[src/rtl/gpirq_pkg.sv]
package gpirq_pkg;
   typedef enum logic [1:0] {
      TRIG_OFF  = 2'b00,
      TRIG_RISE = 2'b01,
      TRIG_FALL = 2'b10,
      TRIG_BOTH = 2'b11
   } trig_e;

   localparam int TRIG_LSB = 3;
endpackage

[src/rtl/gpirq_pin_cell.sv]
module gpirq_pin_cell
   import gpirq_pkg::*;
(
   input  logic  clk,
   input  logic  rst_n,
   input  logic  pin_in,
   input  logic  cfg_we,
   input  trig_e cfg_trig,
   output trig_e trig_q,
   output logic  hit
);
   logic prev_q;

   always_ff @(posedge clk or negedge rst_n) begin
      if (!rst_n) begin
         prev_q <= 1'b0;
         trig_q <= TRIG_OFF;
      end else begin
         prev_q <= pin_in;
         if (cfg_we) trig_q <= cfg_trig;
      end
   end

   always_comb begin
      unique case (trig_q)
         TRIG_RISE: hit = pin_in & ~prev_q;
         TRIG_FALL: hit = ~pin_in & prev_q;
         TRIG_BOTH: hit = pin_in ^ prev_q;
         default:   hit = 1'b0;
      endcase
   end

   // an event is only ever reported when the pin level moved
   a_r2_hit_needs_change: assert property (@(posedge clk) disable iff (!rst_n)
      hit |-> (pin_in != prev_q));

   // the trigger selection only changes on its own write strobe
   a_r11_trig_hold: assert property (@(posedge clk) disable iff (!rst_n)
      !cfg_we |=> $stable(trig_q));
endmodule

[src/rtl/gpirq_stat_mask.sv]
module gpirq_stat_mask #(
   parameter int NUM_PINS = 32
) (
   input  logic                clk,
   input  logic                rst_n,
   input  logic [NUM_PINS-1:0] hit,
   input  logic [NUM_PINS-1:0] stat_clr,
   input  logic [NUM_PINS-1:0] mask_set,
   input  logic [NUM_PINS-1:0] mask_clr,
   output logic [NUM_PINS-1:0] stat_q,
   output logic [NUM_PINS-1:0] mask_q,
   output logic                irq
);
   always_ff @(posedge clk or negedge rst_n) begin
      if (!rst_n) begin
         stat_q <= '0;
         mask_q <= '1;
      end else begin
         stat_q <= (stat_q & ~stat_clr) | hit;
         mask_q <= (mask_q | mask_set) & ~mask_clr;
      end
   end

   assign irq = |(stat_q & ~mask_q);

   // every detected edge is recorded, whatever the clear or mask
   a_r7_hit_recorded: assert property (@(posedge clk) disable iff (!rst_n)
      (|hit) |=> ((stat_q & $past(hit)) == $past(hit)));

   // a set status bit drops only where a one was written to it
   a_r6_sticky: assert property (@(posedge clk) disable iff (!rst_n)
      1'b1 |=> ((($past(stat_q) & ~$past(stat_clr)) & ~stat_q) == '0));

   // ones written to the set address land in the mask
   a_r8_mask_set: assert property (@(posedge clk) disable iff (!rst_n)
      (|mask_set) |=> ((mask_q & $past(mask_set)) == $past(mask_set)));

   // the interrupt only falls after a clear or a mask write
   a_r10_irq_drop: assert property (@(posedge clk) disable iff (!rst_n)
      $fell(irq) |-> $past((|stat_clr) || (|mask_set)));
endmodule

[src/rtl/gpio_edge_irq_bank.sv]
module gpio_edge_irq_bank
   import gpirq_pkg::*;
#(
   parameter int NUM_PINS  = 32,
   parameter int DATA_W    = 32,
   parameter int ADDR_W    = 6,
   parameter int CTRL_BASE = 32
) (
   input  logic                clk,
   input  logic                rst_n,
   input  logic [NUM_PINS-1:0] pin_in,
   input  logic                bus_en,
   input  logic                bus_we,
   input  logic [ADDR_W-1:0]   bus_addr,
   input  logic [DATA_W-1:0]   bus_wdata,
   output logic [DATA_W-1:0]   bus_rdata,
   output logic                irq
);
   localparam int IDX_W = (NUM_PINS > 1) ? $clog2(NUM_PINS) : 1;
   localparam logic [ADDR_W-1:0] A_STAT = ADDR_W'(0);
   localparam logic [ADDR_W-1:0] A_MSET = ADDR_W'(1);
   localparam logic [ADDR_W-1:0] A_MCLR = ADDR_W'(2);

   if (NUM_PINS > DATA_W) begin : g_bad_width
      $error("NUM_PINS must not exceed DATA_W");
   end
   if (CTRL_BASE < 3 || CTRL_BASE + NUM_PINS > (1 << ADDR_W)) begin : g_bad_map
      $error("control words do not fit the address space");
   end
   if (DATA_W < TRIG_LSB + 2) begin : g_bad_data
      $error("DATA_W too narrow for the trigger field");
   end

   logic                wr;
   logic [ADDR_W-1:0]   ctrl_off;
   logic                ctrl_sel;
   logic [IDX_W-1:0]    ctrl_idx;
   logic [NUM_PINS-1:0] hit, stat_clr, mask_set, mask_clr, stat_q, mask_q;
   trig_e               trig_q [NUM_PINS];
   trig_e               wr_trig;

   assign wr       = bus_en & bus_we;
   assign ctrl_off = bus_addr - ADDR_W'(CTRL_BASE);
   assign ctrl_sel = (bus_addr >= ADDR_W'(CTRL_BASE)) && (ctrl_off < ADDR_W'(NUM_PINS));
   assign ctrl_idx = ctrl_off[IDX_W-1:0];
   assign wr_trig  = trig_e'(bus_wdata[TRIG_LSB +: 2]);

   assign stat_clr = (wr && bus_addr == A_STAT) ? bus_wdata[NUM_PINS-1:0] : '0;
   assign mask_set = (wr && bus_addr == A_MSET) ? bus_wdata[NUM_PINS-1:0] : '0;
   assign mask_clr = (wr && bus_addr == A_MCLR) ? bus_wdata[NUM_PINS-1:0] : '0;

   for (genvar i = 0; i < NUM_PINS; i++) begin : g_pin
      gpirq_pin_cell i_cell (
         .clk      (clk),
         .rst_n    (rst_n),
         .pin_in   (pin_in[i]),
         .cfg_we   (wr && ctrl_sel && (ctrl_idx == IDX_W'(i))),
         .cfg_trig (wr_trig),
         .trig_q   (trig_q[i]),
         .hit      (hit[i])
      );
   end

   gpirq_stat_mask #(.NUM_PINS(NUM_PINS)) i_stat (
      .clk      (clk),
      .rst_n    (rst_n),
      .hit      (hit),
      .stat_clr (stat_clr),
      .mask_set (mask_set),
      .mask_clr (mask_clr),
      .stat_q   (stat_q),
      .mask_q   (mask_q),
      .irq      (irq)
   );

   always_comb begin
      bus_rdata = '0;
      if (bus_en && !bus_we) begin
         if (bus_addr == A_STAT) begin
            bus_rdata[NUM_PINS-1:0] = stat_q;
         end else if (bus_addr == A_MSET || bus_addr == A_MCLR) begin
            bus_rdata[NUM_PINS-1:0] = mask_q;
         end else if (ctrl_sel) begin
            bus_rdata[TRIG_LSB +: 2] = trig_q[ctrl_idx];
         end
      end
   end
endmodule

[config.mk]
export PLATFORM = sky130hd
export DESIGN_NAME = gpio_edge_irq_bank
export DESIGN_NICKNAME = d
export VERILOG_FILES = /design/src/rtl/gpirq_pkg.sv /design/src/rtl/gpirq_pin_cell.sv /design/src/rtl/gpirq_stat_mask.sv /design/src/rtl/gpio_edge_irq_bank.sv
export SDC_FILE = /design/constraint.sdc
export NUM_CORES = 1
export LEC_CHECK = 0
export ABC_AREA = 1
export BUFFER_PORTS_ARGS = -buffer_cell sky130_fd_sc_hd__buf_2
export CAP_MARGIN = 20
export CORE_ASPECT_RATIO = 0.7
export CORE_MARGIN = 2
export CORE_UTILIZATION = 50
export DETAILED_ROUTE_END_ITERATION = 8
export PLACE_DENSITY = 0.75
export SETUP_SLACK_MARGIN = 0.1
export SYNTH_ARGS = -nofsm -noshare
export SYNTH_HDL_FRONTEND = slang
export SYNTH_HIERARCHICAL = 1
export SYNTH_SLANG_ARGS = --single-unit
[constraint.sdc]
create_clock -name clk -period 1.5 [get_ports clk]
set_clock_uncertainty 0.15 [all_clocks]
set_input_delay 0.075 -clock clk [delete_from_list [all_inputs] [get_ports clk]]
set_output_delay 0.075 -clock clk [all_outputs]
set_load 0.1 [all_outputs]
==> qor.txt, run 1 <==
Synthesized area per cell: 7.168 um2
CP max stage cell: dfrtp_1
Deepest clock path buffer count: 2
Setup TNS: -10.54 ns
Max Cap Viol: 0
Placed cells: 1853
Ports: 107
Worst path arrival time: 1.85 ns
Placed cell area: 12820 um2
Rows: 42
Post-route ant nets: 0
Routed wirelength normalized by instance count: 17.01 um
CP dominant cell by count: nand2_1
Worst Hold Class: in -> async
FMAX: 481.7 MHz
Root Buffer: clkbuf_16
Leakage power: 8.223 nW
Layout cells sized above 1: 32.72%
Worst-path clk slew: 0.07 ns
Startpoint class of the critical path: flop
Violated checks: negative hold slack, negative setup slack
Largest net degree at the start of global routing: 36
Post-DP HPWL: 21680 um
Worst-path cell chain: nand2_1 -> nand2_1 -> nand2_1 -> nand2_1 -> nand2_1 -> nand2_1 -> nor2_1 -> nand2_1 -> nand3_2 -> a21oi_4 -> buf_12
Gr ovfl total: 0
Port buffer count: 106
Worst EP required: 1.27 ns
CP max stage delay: 0.37 ns
Comb power frac: 23.3%
First-pass GRT wire length: 50150 um
Sequential share of power: 39.2%
Synth-to-Final Area Change: 56.26%
Pre-Repair DR Iteration Count: 6
Outcome: finished, violations left
Via count: 10554
Area occupied by multi-input gates: 5401 um2
WS Path Type: reg -> out
Clock power frac: 37.5%
Buf+Inv Stages, Crit Path: 1
Pwr dens: 838.8 nW/um2
WHS: -0.01736 ns
Syn Inst Count: 1350
Routability Congestion: 0.9262
Least-Margin Pin Slew: 0.4299 ns
H-tree levels: 4
Headroom to the max-slew limit: 71.34%
Fin cells: 1985
Final min period: 2.076 ns
Netlist cell types: 21
Worst Setup Slack, final: -0.5758 ns
Max-slew violation count: 0
Die area: 20500 um2
Chip Height: 120.4 um
Total power: 12.68 mW
Vias in the first global route: 10056
Sw Share: 29.80%
Sink Count: 160
Delay-heaviest family, CP: simple AND/OR/NAND/NOR gates
Final hold vios: 10
Filler instances: 1127
CTS tree: built
RSZ-0062 raised after global routing: true
Register area share after synthesis: 41.79%
Worst skew pair latency: 0.43 ns
Worst VDD drop: 0.0006562 V
Final net count: 1864
DRC: 0
Synth Register Bits: 160
Total Routed Length: 33770 um
Crit path max fanout: 2
Tcrit/Tclk final: 138.4%
Die width: 170.3 um
Total global-route track usage: 31.85%
Syn. warnings: 6
Register area: 4044 um2
Initial DRC count: 1101
Core area: 18920 um2
CTS Buf Count: 17
Syn Nets: 1488
Internal power: 8.903 mW
Vias per cell: 5.317
Switching power: 3.779 mW
Starting Density: 51.15%
Synth Cell Area: 9677 um2
Antenna violations before repair: 2
Util after Layout: 79.93%
CP Capture Type: primary output
Final instance area: 15120 um2
Final setup fails: 33
## power by group through the flow
stage	sequential (mW)	combinational, mW	clock, mW
after floorplan	5.04	1.12	0
after global placement	5.01	2.36	0
after detailed placement	5.02	2.46	0
after CTS	4.95	2.67	4.79
after global routing	5.00	3.22	4.97
final	4.97	2.96	4.76
## routing by layer
| layer | global-route usage, % | part of all wire, % | up-vias |
|---|---|---|---|
| met5 | 0 | 0 | - |
| met4 | 12.23 | 3.7 | 0 |
| met3 | 8.707 | 9.9 | 107 |
| met2 | 50.69 | 46 | 542 |
| met1 | 41.60 | 40 | 5013 |
| li1 | - | - | 4892 |
## cells by family after synthesis
family | count (synthesis) | synth area share [%]
simple gates | 680 | 28.46
compound gates | 147 | 9.710
buf+inv | 299 | 11.77
fa+ha+maj | 64 | 8.275
flops | 160 | 41.79
## stage by stage
stage	worst slack, ns	hold slack [ns]
2_1_floorplan	-0.1924	-0.3706
3_3_place_gp	-0.3064	-0.1348
3_5_place_dp	-0.3936	-0.1336
4_1_cts	-0.5287	-0.02503
5_1_grt	-0.6381	0.005935
6_report	-0.5758	-0.01736
## synth_stat cells
| cell | instances | area (um2) |
|---|---|---|
| a21oi_1 | 38 | 190.2 |
| a21oi_2 | 1 | 8.760 |
| buf_2 | 4 | 20.02 |
| buf_4 | 3 | 22.52 |
| clkbuf_1 | 20 | 75.07 |
| dfrtp_1 | 128 | 3203 |
| dfstp_2 | 32 | 840.8 |
| ha_1 | 64 | 800.8 |
| inv_1 | 268 | 1006 |
| inv_2 | 4 | 15.01 |
| nand2_1 | 310 | 1164 |
| nand3_1 | 137 | 685.7 |
| nand4_1 | 1 | 6.260 |
| nor2_1 | 223 | 837.1 |
| nor2_2 | 3 | 18.77 |
| nor2_4 | 2 | 22.52 |
| nor3_1 | 4 | 20.02 |
| o21ai_0 | 12 | 60.06 |
| o21ai_1 | 32 | 160.2 |
| o21ai_2 | 32 | 280.3 |
| o21bai_1 | 32 | 240.2 |
## worst reg2reg max path, delay by kind of cell, from the launching register on
family | cells | cell delay [ns]
compound gates | 1 | 0.17
fa+ha+maj | 1 | 0.29
buf+inv | 1 | 0.05
flops | 1 | 0.40
simple gates | 2 | 0.21
## placed cells by master (no fill, tap or decap), drive strengths merged, types with 7 or more instances in the layout
cell,netlist,final
o21bai,32,32
clkinv,0,7
o21ai,76,76
clkbuf,20,22
nand2,310,310
ha,64,64
dfrtp,128,128
dlygate4sd3,0,65
nor2,228,228
nand3,137,137
buf,7,316
dfstp,32,32
inv,272,272
a21oi,39,39
## sequential cells by signal, indices dropped and copies added (netlist names)
register,cells
i_stat/stat_q,32
i_stat/mask_q,32
g_pin.i_cell/prev_q,32
g_pin.i_cell/trig_q,64
## worst paths after layout
| path | startpoint | to | slack, ns | cells after the start |
|---|---|---|---|---|
| max | g_pin[31].i_cell/trig_q[1] | bus_rdata[4] | -0.58 | 11 |
| min | rst_n | i_stat/stat_q[25] | -0.02 | 2 |
| max reg2reg | g_pin[16].i_cell/prev_q | i_stat/stat_q[16] | 0.12 | 5 |
| min reg2reg | i_stat/stat_q[29] | i_stat/stat_q[29] | 0.45 | 2 |
| max in group asynchronous | rst_n | i_stat/mask_q[3] | 0.62 | 3 |
| min in group clk | bus_addr[1] | g_pin[13].i_cell/trig_q[0] | 0.06 | 6 |
## timing repair
| item | in CTS | in global routing |
|---|---|---|
| endpoints found under the setup margin | 41 | 51 |
| gates cloned | 5 | 2 |
| pin swaps | 25 | 65 |
| hold buffers | 65 | 0 |
| buffers inserted | 9 | 16 |
| hold endpoints to repair | 274 | 0 |
| resized for setup | 38 | 142 |
## cell type report
cell class | instances | area share, %
multi-input combinational | 891 | 35.72
sequential | 160 | 26.74
timing repair buffer | 383 | 24.36
inverter | 272 | 6.827
clock buffer | 20 | 3.020
tap | 242 | 2.002
clock inverter | 12 | 1.208
antenna | 4 | 0.06620
timing repair inverter | 1 | 0.04965
(Power assumes the default switching activity.)
==> run 2, diff against run 1 <==
==> constraint.sdc (replaced) <==
create_clock -name clk -period 2.1 [get_ports clk]
set_clock_uncertainty 0.15 [all_clocks]
set_input_delay 0.105 -clock clk [delete_from_list [all_inputs] [get_ports clk]]
set_output_delay 0.105 -clock clk [all_outputs]
set_load 0.1 [all_outputs]
==> run 2 against run 1 <==
The flow now finishes without violations. First-iteration DRC count is 4.4% lower. Wire length is 17% lower. Register-to-register slack better by 0.47 ns. Combinational power is 48% lower. Clock-buffer cell count is 3 higher. Power is 33% lower. Sequential power is 27% lower. Non-clock buffer count is 155 lower.
==> qor.txt, run 2 (same netlist as run 1, synthesis figures left out) <==
Outcome: finished clean
Pre-Repair DR Iteration Count: 5 (-1)
Largest register FFs: 64 (unchanged)
Fin cells: 1828 (-7.9%)
Final setup fails: 0 (-100%)
Setup TNS: 0 ns (+10.54 ns)
CP max stage cell: dfrtp_1
R2R Setup Slk: 0.59 ns (+0.47 ns)
Vias per cell: 5.065 (-4.7%)
Gr ovfl total: 0 (unchanged)
Least-Margin Pin Slew: 0.5538 ns (+0.1239 ns)
Ports: 107 (unchanged)
Pwr dens: 657.3 nW/um2 (-22%)
Die width: 170.3 um (unchanged)
Chip Height: 120.4 um (unchanged)
Deepest clock path buffer count: 2 (unchanged)
Vias in the first global route: 9037 (-10%)
Via count: 9259 (-12%)
CP Capture Type: primary output
Die area: 20500 um2 (unchanged)
R2r startpoint: g_pin[8].i_cell/prev_q
Startpoint class of the critical path: flop
Worst path arrival time: 1.82 ns (-0.03 ns)
Final net count: 1708 (-8.4%)
Synth-to-Final Area Change: 34.57%
Max Cap Viol: 0 (unchanged)
Max-slew violation count: 0 (unchanged)
WS Path Type: reg -> out
CP max stage delay: 0.41 ns (+0.04 ns)
CP dominant cell by count: nand2_1
Worst EP required: 1.85 ns (+0.58 ns)
R2R cell count: 5 (unchanged)
Headroom to the max-slew limit: 63.08% (-8.3 points)
Most flop-heavy register: g_pin.i_cell/trig_q
RSZ-0062 raised after global routing: true
Total Routed Length: 27960 um (-17%)
Layout cells sized above 1: 20.21% (-13 points)
Most frequent cells in the layout: 303 x nand2_1, 265 x inv_1, 211 x nor2_1
DRC: 0 (unchanged)
Post-route ant nets: 0 (unchanged)
First-pass GRT wire length: 45060 um (-10%)
Placed cells: 1701 (-8.2%)
Antenna violations before repair: 5 (+3)
WHS: 0.01223 ns (+0.02959 ns)
Root Buffer: clkbuf_16
Routed wirelength normalized by instance count: 15.29 um (-10%)
H-tree levels: 4 (unchanged)
FMAX: 481.6 MHz
Worst Setup SP: g_pin[21].i_cell/trig_q[1]
Comb power frac: 18.1% (-5.2 points)
Worst-path clk slew: 0.06 ns (about the same)
Worst VDD drop: 0.0005213 V (-21%)
Largest net degree at the start of global routing: 64 (+78%)
FF-to-FF End: i_stat/stat_q[8]
Initial DRC count: 1053 (-4.4%)
Internal power: 6.121 mW (-31%)
Starting Density: 51.15% (unchanged)
Clock power frac: 39.6% (+2.1 points)
Port buffer count: 106 (unchanged)
Tcrit/Tclk final: 98.88%
Rows: 42 (unchanged)
Worst-path cell chain: nand2_1 -> nand2_1 -> nand2_1 -> nand2_1 -> nand2_1 -> nand2_1 -> nor2_1 -> nand2_1 -> nand3_2 -> a21oi_4 -> buf_12
CTS Buf Count: 17 (unchanged)
Total global-route track usage: 28.45% (-3.4 points)
Sink Count: 160 (unchanged)
Leakage power: 6.896 nW (-16%)
Sequential share of power: 42.2% (+3.0 points)
Most common cell after layout, fill and taps aside: nand2_1
Sw Share: 28.50% (-1.3 points)
CTS tree: built
Routability Congestion: 0.9861 (+6.5%)
Worst Hold Class: in -> async
Switching power: 2.439 mW (-35%)
Setup crit end: bus_rdata[4]
Final hold vios: 0 (-10)
Core area: 18920 um2 (unchanged)
Worst skew pair latency: 0.43 ns (about the same)
Post-DP HPWL: 20120 um (-7.2%)
Final min period: 2.076 ns
Crit path max fanout: 4 (+2)
run 2: cell count changes in the layout (fill, tap and decap cells not counted), sizes merged:
cell and change:
buf -153, clkbuf +2, inv +1, diode -1, clkinv -5, dlygate4sd3 -1
run 2: through the flow:
stage	power, mW	setup slack, ns	instance area, um2	utilization (%)
3_3_place_gp	4.918	0.1664	11420	60.38
2_1_floorplan	4.382	-0.07248	9921	-
6_report	8.560	0.02358	13020	68.84
4_1_cts	8.533	0.02238	12890	68.14
3_5_place_dp	4.978	0.1512	11420	60.38
5_1_grt	8.947	-0.09856	13020	68.82
run 2: how the worst min path moves through the flow:
stage,end,slack [ns],cells past startpoint
floorplan,g_pin[0].i_cell/prev_q,-0.34,0
global placement,i_stat/stat_q[16],-0.09,1
detailed placement,i_stat/stat_q[11],-0.09,1
CTS,i_stat/stat_q[11],0.02,2
global route,i_stat/stat_q[11],0.05,2
finish,i_stat/stat_q[16],0.01,2
run 2: cell type report:
type / count / area (um2)
Antenna cell: 3 / 7.507
Tap cell: 242 / 302.8
Sequential cell: 160 / 4044
Timing Repair Buffer: 228 / 2201
Multi-Input combinational cell: 891 / 4805
Clock buffer: 23 / 488.0
Inverter: 272 / 1021
Fill cell: 1481 / 5896
Clock inverter: 9 / 153.9
run 2: timing repair:
item | in CTS | in global routing
gates resized for setup | 9 | 20
setup endpoints to repair | 3 | 14
gates cloned | 0 | 1
setup buffers | 21 | 6
hold buffers | 64 | 0
endpoints found under the hold margin | 254 | 0
pin swaps | 7 | 15
run 2: critical path: cells and delay by family, from the launching register on:
family          cells  cell delay [ns]
flops               1             0.41
buf+inv             1             0.19
compound gates      1             0.19
simple gates        9             0.60
run 2: routing by layer:
metal | global-route usage [%] | vias up | routed length, um
met3 | 6.547 | 30 | 2246
met2 | 44.72 | 326 | 12510
met5 | 0 | - | 7
li1 | - | 4558 | -
met1 | 40.32 | 4343 | 12910
met4 | 6.197 | 2 | 281
run 2: power groups by stage:
stage | registers, mW | clock network, mW | logic (mW)
4_1_cts | 3.61 | 3.42 | 1.50
2_1_floorplan | 3.60 | 0 | 0.785
6_report | 3.62 | 3.39 | 1.55
3_5_place_dp | 3.68 | 0 | 1.29
3_3_place_gp | 3.68 | 0 | 1.24
5_1_grt | 3.64 | 3.58 | 1.73
